--- config.mk ---
export PLATFORM = sky130hd
export DESIGN_NAME = qpos_counter
export DESIGN_NICKNAME = d
export VERILOG_FILES = /design/src/rtl/qpos_pkg.sv /design/src/rtl/qpos_sync.sv /design/src/rtl/qpos_decode.sv /design/src/rtl/qpos_counter.sv
export SDC_FILE = /design/constraint.sdc
export NUM_CORES = 1
export LEC_CHECK = 0
export ABC_AREA = 0
export BUFFER_PORTS_ARGS = -buffer_cell sky130_fd_sc_hd__buf_4
export CORE_UTILIZATION = 65
export CTS_BUF_LIST = sky130_fd_sc_hd__clkbuf_4
export DETAILED_ROUTE_END_ITERATION = 12
export GPL_TIMING_DRIVEN = 0
export PLACE_DENSITY_LB_ADDON = 0.05
export SETUP_SLACK_MARGIN = 0.05
export SLEW_MARGIN = 40
export SYNTH_ARGS = -nofsm -noshare
export SYNTH_HDL_FRONTEND = slang
export SYNTH_SLANG_ARGS = --single-unit
--- constraint.sdc ---
create_clock -name clk -period 4.4 [get_ports clk]
set_input_delay 0.66 -clock clk [delete_from_list [all_inputs] [get_ports clk]]
set_output_delay 0.66 -clock clk [all_outputs]
set_load 0.1 [all_outputs]
--- src/rtl/qpos_pkg.sv ---
package qpos_pkg;
    typedef enum logic [1:0] {
        SRC_QUAD = 2'd0,
        SRC_DIR  = 2'd1,
        SRC_UP   = 2'd2,
        SRC_DOWN = 2'd3
    } src_e;

    localparam int unsigned OFS_POS  = 'h00;
    localparam int unsigned OFS_INIT = 'h04;
    localparam int unsigned OFS_MAX  = 'h08;
    localparam int unsigned OFS_DEC  = 'h28;
    localparam int unsigned OFS_CTL  = 'h2A;

    localparam int SRC_LSB  = 14;
    localparam int EDGE_BIT = 11;
    localparam int EN_BIT   = 3;

    typedef struct packed {
        logic up;
        logic dn;
        logic bad;
    } step_t;
endpackage

--- src/rtl/qpos_sync.sv ---
module qpos_sync #(
    parameter int WIDTH  = 2,
    parameter int STAGES = 2
) (
    input  logic             clk,
    input  logic             rst_n,
    input  logic [WIDTH-1:0] din,
    output logic [WIDTH-1:0] dout,
    output logic [WIDTH-1:0] dprev
);
    // stages 0..STAGES-1 synchronise; stage STAGES holds the previous sample
    logic [STAGES:0][WIDTH-1:0] stg_q;

    always_ff @(posedge clk) begin
        if (!rst_n) begin
            stg_q <= '0;
        end else begin
            stg_q[0] <= din;
            for (int i = 1; i <= STAGES; i++) begin
                stg_q[i] <= stg_q[i-1];
            end
        end
    end

    assign dout  = stg_q[STAGES-1];
    assign dprev = stg_q[STAGES];
endmodule

--- src/rtl/qpos_decode.sv ---
module qpos_decode
    import qpos_pkg::*;
(
    input  logic  a_cur,
    input  logic  b_cur,
    input  logic  a_prv,
    input  logic  b_prv,
    input  src_e  src,
    input  logic  both_edges,
    output step_t step
);
    logic a_chg, b_chg, a_rise, a_fall, a_hit;

    always_comb begin
        a_chg  = a_cur ^ a_prv;
        b_chg  = b_cur ^ b_prv;
        a_rise = a_cur & ~a_prv;
        a_fall = ~a_cur & a_prv;
        a_hit  = a_rise | (both_edges & a_fall);
        step   = '0;
        unique case (src)
            SRC_QUAD: begin
                // phase order decides direction; R3: double change is illegal
                if (a_chg && b_chg) begin
                    step.bad = 1'b1;
                end else if (a_chg || b_chg) begin
                    step.up = (a_chg && (a_cur != b_cur)) || (b_chg && (a_cur == b_cur));
                    step.dn = ~step.up;
                end
            end
            SRC_DIR: begin
                // rising A counts, B level is the direction
                step.up = a_rise & b_cur;
                step.dn = a_rise & ~b_cur;
            end
            SRC_UP:   step.up = a_hit;
            SRC_DOWN: step.dn = a_hit;
            default:  step = '0;
        endcase
    end
endmodule

--- src/rtl/qpos_counter.sv ---
module qpos_counter
    import qpos_pkg::*;
#(
    parameter int CNT_W  = 32,
    parameter int ADDR_W = 8,
    parameter int SYNC_N = 2
) (
    input  logic              clk,
    input  logic              rst_n,
    input  logic              enc_a,
    input  logic              enc_b,
    input  logic              wr_en,
    input  logic [ADDR_W-1:0] wr_addr,
    input  logic [CNT_W-1:0]  wr_data,
    input  logic              load_init,
    input  logic [ADDR_W-1:0] rd_addr,
    output logic [CNT_W-1:0]  rd_data,
    output logic [CNT_W-1:0]  pos_count,
    output logic              phase_err
);
    localparam int REG16 = 16;
    localparam logic [ADDR_W-1:0] A_POS  = ADDR_W'(OFS_POS);
    localparam logic [ADDR_W-1:0] A_INIT = ADDR_W'(OFS_INIT);
    localparam logic [ADDR_W-1:0] A_MAX  = ADDR_W'(OFS_MAX);
    localparam logic [ADDR_W-1:0] A_DEC  = ADDR_W'(OFS_DEC);
    localparam logic [ADDR_W-1:0] A_CTL  = ADDR_W'(OFS_CTL);
    localparam logic [CNT_W-1:0]  ONE    = CNT_W'(1);

    typedef struct packed {
        logic [CNT_W-1:0] pos;
        logic [CNT_W-1:0] init;
        logic [CNT_W-1:0] maxv;
        logic [REG16-1:0] dec;
        logic [REG16-1:0] ctl;
        logic             perr;
    } state_t;

    state_t st_d, st_q;

    logic [1:0] enc_cur, enc_prv;
    step_t      step;
    logic       cnt_en;

    qpos_sync #(.WIDTH(2), .STAGES(SYNC_N)) u_sync (
        .clk   (clk),
        .rst_n (rst_n),
        .din   ({enc_a, enc_b}),
        .dout  (enc_cur),
        .dprev (enc_prv)
    );

    qpos_decode u_dec (
        .a_cur      (enc_cur[1]),
        .b_cur      (enc_cur[0]),
        .a_prv      (enc_prv[1]),
        .b_prv      (enc_prv[0]),
        .src        (src_e'(st_q.dec[SRC_LSB+1:SRC_LSB])),
        .both_edges (st_q.dec[EDGE_BIT]),
        .step       (step)
    );

    assign cnt_en = st_q.ctl[EN_BIT];

    always_comb begin
        st_d = st_q;
        if (wr_en) begin
            unique case (wr_addr)
                A_INIT:  st_d.init = wr_data;
                A_MAX:   st_d.maxv = wr_data;
                A_DEC:   st_d.dec  = wr_data[REG16-1:0];
                A_CTL:   st_d.ctl  = wr_data[REG16-1:0];
                default: ;
            endcase
        end
        // an accepted count write wins; then load; then encoder step
        if (wr_en && wr_addr == A_POS && wr_data <= st_q.maxv) begin
            st_d.pos = wr_data;
        end else if (load_init) begin
            st_d.pos = st_q.init;
        end else if (cnt_en && step.up) begin
            st_d.pos = (st_q.pos == st_q.maxv) ? '0 : st_q.pos + ONE;
        end else if (cnt_en && step.dn) begin
            st_d.pos = (st_q.pos == '0) ? st_q.maxv : st_q.pos - ONE;
        end
        if (cnt_en && step.bad) begin
            st_d.perr = 1'b1;
        end
    end

    always_ff @(posedge clk) begin
        if (!rst_n) begin
            st_q <= '0;
        end else begin
            st_q <= st_d;
        end
    end

    always_comb begin
        unique case (rd_addr)
            A_POS:   rd_data = st_q.pos;
            A_INIT:  rd_data = st_q.init;
            A_MAX:   rd_data = st_q.maxv;
            A_DEC:   rd_data = {{(CNT_W-REG16){1'b0}}, st_q.dec};
            A_CTL:   rd_data = {{(CNT_W-REG16){1'b0}}, st_q.ctl};
            default: rd_data = '0;
        endcase
    end

    assign pos_count = st_q.pos;
    assign phase_err = st_q.perr;
endmodule

== Word-level counts from Yosys, hierarchy flattened ==
Index checks and enable logic that the tools add are counted.

* Order comparisons: 1
* Multipliers: 0
* Reduce and logical (&&, ||, !) cells: 19
* Eq/ne operators: 14
* Multiplexer cells: 13
* Div/mod/pow operators: 0
* Bitwise logic cells: 12
* $add $sub $neg: 2
* Shift-type cells: 0

{| class="wikitable"
|+ Operators by type and width
! kind !! number
|-
| 32-bit 2-to-1 mux || 6
|-
| 32-bit one-hot mux with 5 select lines || 1
|-
| 32-bit by 1-bit adder with 32-bit output (second input constant) || 1
|-
| 32-bit equality test || 1
|-
| 8-bit by 6-bit equality test with 1-bit output (second input constant) || 4
|-
| 32-bit <= comparator || 1
|-
| 32-bit logical NOT || 1
|-
| 32-bit by 1-bit subtractor with 32-bit output (second input constant) || 1
|-
| 8-bit by 3-bit equality test with 1-bit output (second input constant) || 2
|-
| 8-bit by 4-bit equality test with 1-bit output (second input constant) || 2
|-
| 8-bit logical NOT || 2
|-
| 1-bit logical AND || 8
|-
| 2-bit AND reduction || 4
|-
| 1-bit one-hot mux with 3 select lines || 2
|-
| 1-bit bitwise AND || 5
|-
| 2-bit equality test (second input constant) || 2
|-
| 2-bit 2-to-1 mux || 2
|-
| 1-bit inverter || 4
|-
| 4-bit nonzero test || 1
|-
| 2-bit by 1-bit equality test with 1-bit output (second input constant) || 1
|-
| 2-bit logical NOT || 1
|-
| 1-bit logical OR || 2
|-
| 1-bit 2-to-1 mux || 2
|-
| 1-bit bitwise XOR || 2
|-
| 3 further kinds || 3
|}

* Register bits: 135
* Memory bits (writable): 0
* Memories kept: 0
* Latch bits: 0
* Memory bits (read-only): 0
* Output and inout port bits: 65
* Word-level logic and storage cells: 70

== Depth between registers and ports, before layout ==
* Depth after elaboration: 12
* Depth in mapped cells: 13

== By module ==
From an unflattened synthesis, not the netlist that was laid out.

* Cells, all modules: 1361
* Area, all modules: 9922.0 um2

{| class="wikitable"
|+ Modules (own cells, without submodules)
! module !! sequential area each (um2) !! instances !! cells an instance !! area an instance (um2)
|-
| qpos_counter || 2582.5 || 1 || 1324 || 9572.9
|-
| qpos_sync || 120.1 || 1 || 16 || 187.7
|-
| qpos_decode || 0.0 || 1 || 21 || 161.4
|}

== Worst setup path before layout ==
No wires, ideal clock.

* Kind: input to output
* Start: input rd_addr[0]
* End: output rd_data[10]
* Setup slack: 0.372 ns
* Arrival time: 3.368 ns
* Stages on the path: 7
* Path buffers: 2
* Cell sequence: or4_1 > or3_1 > clkbuf_1 > nor3b_1 > clkbuf_1 > a222oi_1 > nand3_1

* Word-level cells in the longest chain between the ends: 2
* Elaborated cells between the ends (all ways): 6

{| class="wikitable"
|+ RTL lines
! element !! line !! text
|-
| from (decl) || qpos_counter.sv:16 || <nowiki>input logic [ADDR_W-1:0] rd_addr,</nowiki>
|-
| 8-bit by 6-bit equality test with 1-bit output (tied with other cells) || qpos_counter.sv:99 || <nowiki>unique case (rd_addr)</nowiki>
|-
| 32-bit one-hot mux with 5 select lines * || qpos_counter.sv:99 ||
|-
| to (decl) || qpos_counter.sv:17 || <nowiki>output logic [CNT_W-1:0] rd_data,</nowiki>
|}

Mark *: on every way between the ends. The rest lies on a longest branch, timed or not.

== Final worst setup path ==
* Start: input rd_addr[0]
* End: output rd_data[4]

The elaborated chain is that of the path after synthesis.

==> flow_summary.json <==
{
  "rows": 44,
  "vdd_drop_max_v": 0.000383,
  "cap_violations": 0,
  "wl_um": 39900,
  "netlist_area_um2": 9660,
  "fin_total_pwr_mw": 3.17,
  "synthDistinctLibCells": 74,
  "grt_pass1_wl_um": 58500,
  "clk_pin_slew_worst_paths_ns": 0.13,
  "synth_edf_count": 0,
  "cp_max_fo": 10,
  "instances_no_fill": 1643,
  "fp.dieH_um": 124,
  "power_density_nw_per_um2": 282,
  "period_minus_slack_ns": 4.30,
  "syn_inst": 1305,
  "critPathMaxStageDelay_ns": 0.59,
  "die_area_um2": 15400,
  "synth_nets": 1396,
  "gr-total-overflow": 0,
  "numPortBuffers": 118,
  "fmaxAchievable_mhz": 232,
  "hp-class": "input pin to flop",
  "setup_violations": 0,
  "yosysSeqAreaShare": 0.280,
  "start_util": 0.665,
  "area_growth_pct": 16.3,
  "cts-root-buf": "clkbuf_4",
  "holdWs_ns": 0.270,
  "yosys-top-cells-count": "nand2_1 (219), dfxtp_1 (135), a21oi_1 (123)",
  "synth_top_cell_area_share": 0.280,
  "p_leak_nw": 4.18,
  "dp_slack_ns": -0.0178,
  "vias_per_cell": 6.92,
  "final-hold-violation-count": 0,
  "drive_gt1_frac": 0.156,
  "r2r_slack_ns": 0.33,
  "cts.sinks": 135,
  "tritoncts": "yes",
  "grtUsageTotal": 0.524,
  "ys_ff_latch": 135,
  "grt_antenna_before_repair": 0,
  "fin_ws_ns": 0.0972,
  "critPathLaunchType": "input pin",
  "ant_nets": 0,
  "ys.warnings.count": 0,
  "final_max_slew_viol_count": 0,
  "yosys.area.top_type": "dfxtp_1",
  "syn_avg_cell_area_um2": 7.40,
  "cts_made_buffers": 17,
  "required_ns": 3.74,
  "relSlewSlack": 0.353,
  "critPathCaptureType": "output port",
  "gp_congestion": 1.13,
  "synth.most_common_cell": "nand2_1",
  "nets": 1537,
  "drt_first_pass_iters": 10,
  "worst_pin_slew_ns": 0.962,
  "drt_iter0_markers": 2384,
  "critPathArrivalTime_ns": 3.64,
  "htreeDepth": 4,
  "synth.area.top_cells": "dfxtp_1 (28%), nand2_1 (8.5%), a21oi_1 (6.4%), xnor2_1 (6.2%), mux2i_1 (5.8%)",
  "clkLatencyLatePin_ns": 0.59,
  "dp_hpwl_um": 29400,
  "crit_chain": "buf_4 -> or4_1 -> or3_1 -> clkbuf_1 -> nor3b_4 -> buf_4 -> clkbuf_1 -> a222oi_1 -> nand3_1 -> buf_4",
  "async_flop_share": 0,
  "rsz0062_at_grt": "true",
  "dp_cells": 1609,
  "die_w_um": 124,
  "grt_pass1_vias": 10363,
  "status": "complete, no violations",
  "diodes": 0,
  "tns_ns": 0,
  "synth_flop_cell": "dfxtp_1",
  "vias": 11362,
  "wl_per_cell_um": 24.3,
  "grt_max_degree": 17,
  "crit_type": "input pin to output port",
  "cp_slowest_cell": "or4_1",
  "fin_crit_sh": 0.978,
  "clock_tree.buffer_depth": 2,
  "crit_path_frequent_cell": "buf_4",
  "ios": 119,
  "drcViolationCount": 0,
  "skew_ns": 0.0191,
  "core-area_um2": 14500
}
[where the power goes]
part           switching [mW]  internal [mW]
sequential             0.0236           1.24
clock                   0.528          0.461
combinational           0.613          0.299
[layer usage]
layer / vias to the layer above / global-route usage / share of wire
met2: 1059 / 0.730 / 0.39
met1: 5152 / 0.647 / 0.35
li1: 4860 / - / -
met3: 291 / 0.255 / 0.18
met5: - / 0 / 0
met4: 0 / 0.313 / 0.075
[worst max-delay path, delay by kind of cell]
family / cells / cell delay, ns
buffers and inverters: 5 / 1.38
and+or+nand+nor: 4 / 1.34
AOI/OAI and AO/OA: 1 / 0.25
[layout make-up]
type / instances / area [um^2]
flip-flops and latches: 135 / 2700
clock buffers: 18 / 135
clock inverters: 14 / 195
plain buffers: 141 / 679
multi-input cells: 984 / 6210
well taps: 184 / 230
fillers: 1094 / 3300
repair buffers: 122 / 913
inverters: 45 / 169
[stage by stage]
step	area (um^2)	utilization
after CTS	11200	0.771
after floorplan	9660	-
after global routing	11200	0.773
after detailed placement	10900	0.747
final	11200	0.773
after global placement	10800	0.741
[flip-flops by register name (all words and copies together) (netlist names)]
signal / flops
pos_count: 32
st_q: 95
u_sync.stg_q: 2
u_sync.dout: 2
cnt_en: 1
phase_err: 1
u_sync.dprev: 2
[worst paths after layout]
check,start,endpoint,cells after the start
setup reg to reg,pos_count[0],pos_count[27],13
setup / recovery,rd_addr[0],rd_data[4],10
hold reg to reg,u_sync.stg_q[1],u_sync.dout[1],1
hold / removal,enc_b,u_sync.stg_q[0],2
[logic make-up (layout without fill, tap and decap cells)]
group / count (synthesis) / in the layout / share of synthesized area
AO/OA/AOI/OAI: 256 / 256 / 0.174
XOR/XNOR: 89 / 89 / 0.0823
adder cells (fa/ha/maj): 37 / 37 / 0.0479
buffers and inverters: 186 / 340 / 0.0876
flip-flops: 135 / 135 / 0.280
multiplexers: 59 / 59 / 0.0615
AND/OR/NAND/NOR: 543 / 543 / 0.267
[layout by cell type (no fill, tap or decap), types with 4 or more instances in the layout]
cell type  synthesis  final
nand2_1          219    219
buf_4             33    154
dfxtp_1          135    135
a21oi_1          123    122
nor2_1           107    104
clkbuf_1          91     89
xnor2_1           68     68
mux2i_1           56     56
nand3_1           55     55
inv_1             44     44
ha_1              37     37
nand4_1           34     34
nor3_1            30     27
o21ai_0           25     25
xor2_1            20     20
clkbuf_4           0     18
a222oi_1          16     16
o211ai_1          15     15
nor4_1            16     13
a221oi_1          11     11
and3_1            10     10
or3_1              9      9
and2_1             9      9
a31oi_1            9      9
buf_1              8      8
buf_2              7      8
nor4b_1            9      8
or4_1              7      7
o31ai_1            6      6
and4_1             6      6
nand4b_1           6      6
nand2b_1           6      6
a211oi_1           5      5
o2111ai_1          4      4
o2111a_1           4      4
bufinv_16          0      4
[timing repair]
item / CTS / global route
hold buffers: 0 / 0
pin swaps: 0 / 1
resized for setup: 3 / 4
buffers inserted: 0 / 2
setup endpoints to repair: 10 / 10
No activity file was read; power rests on OpenSTA's default activity.
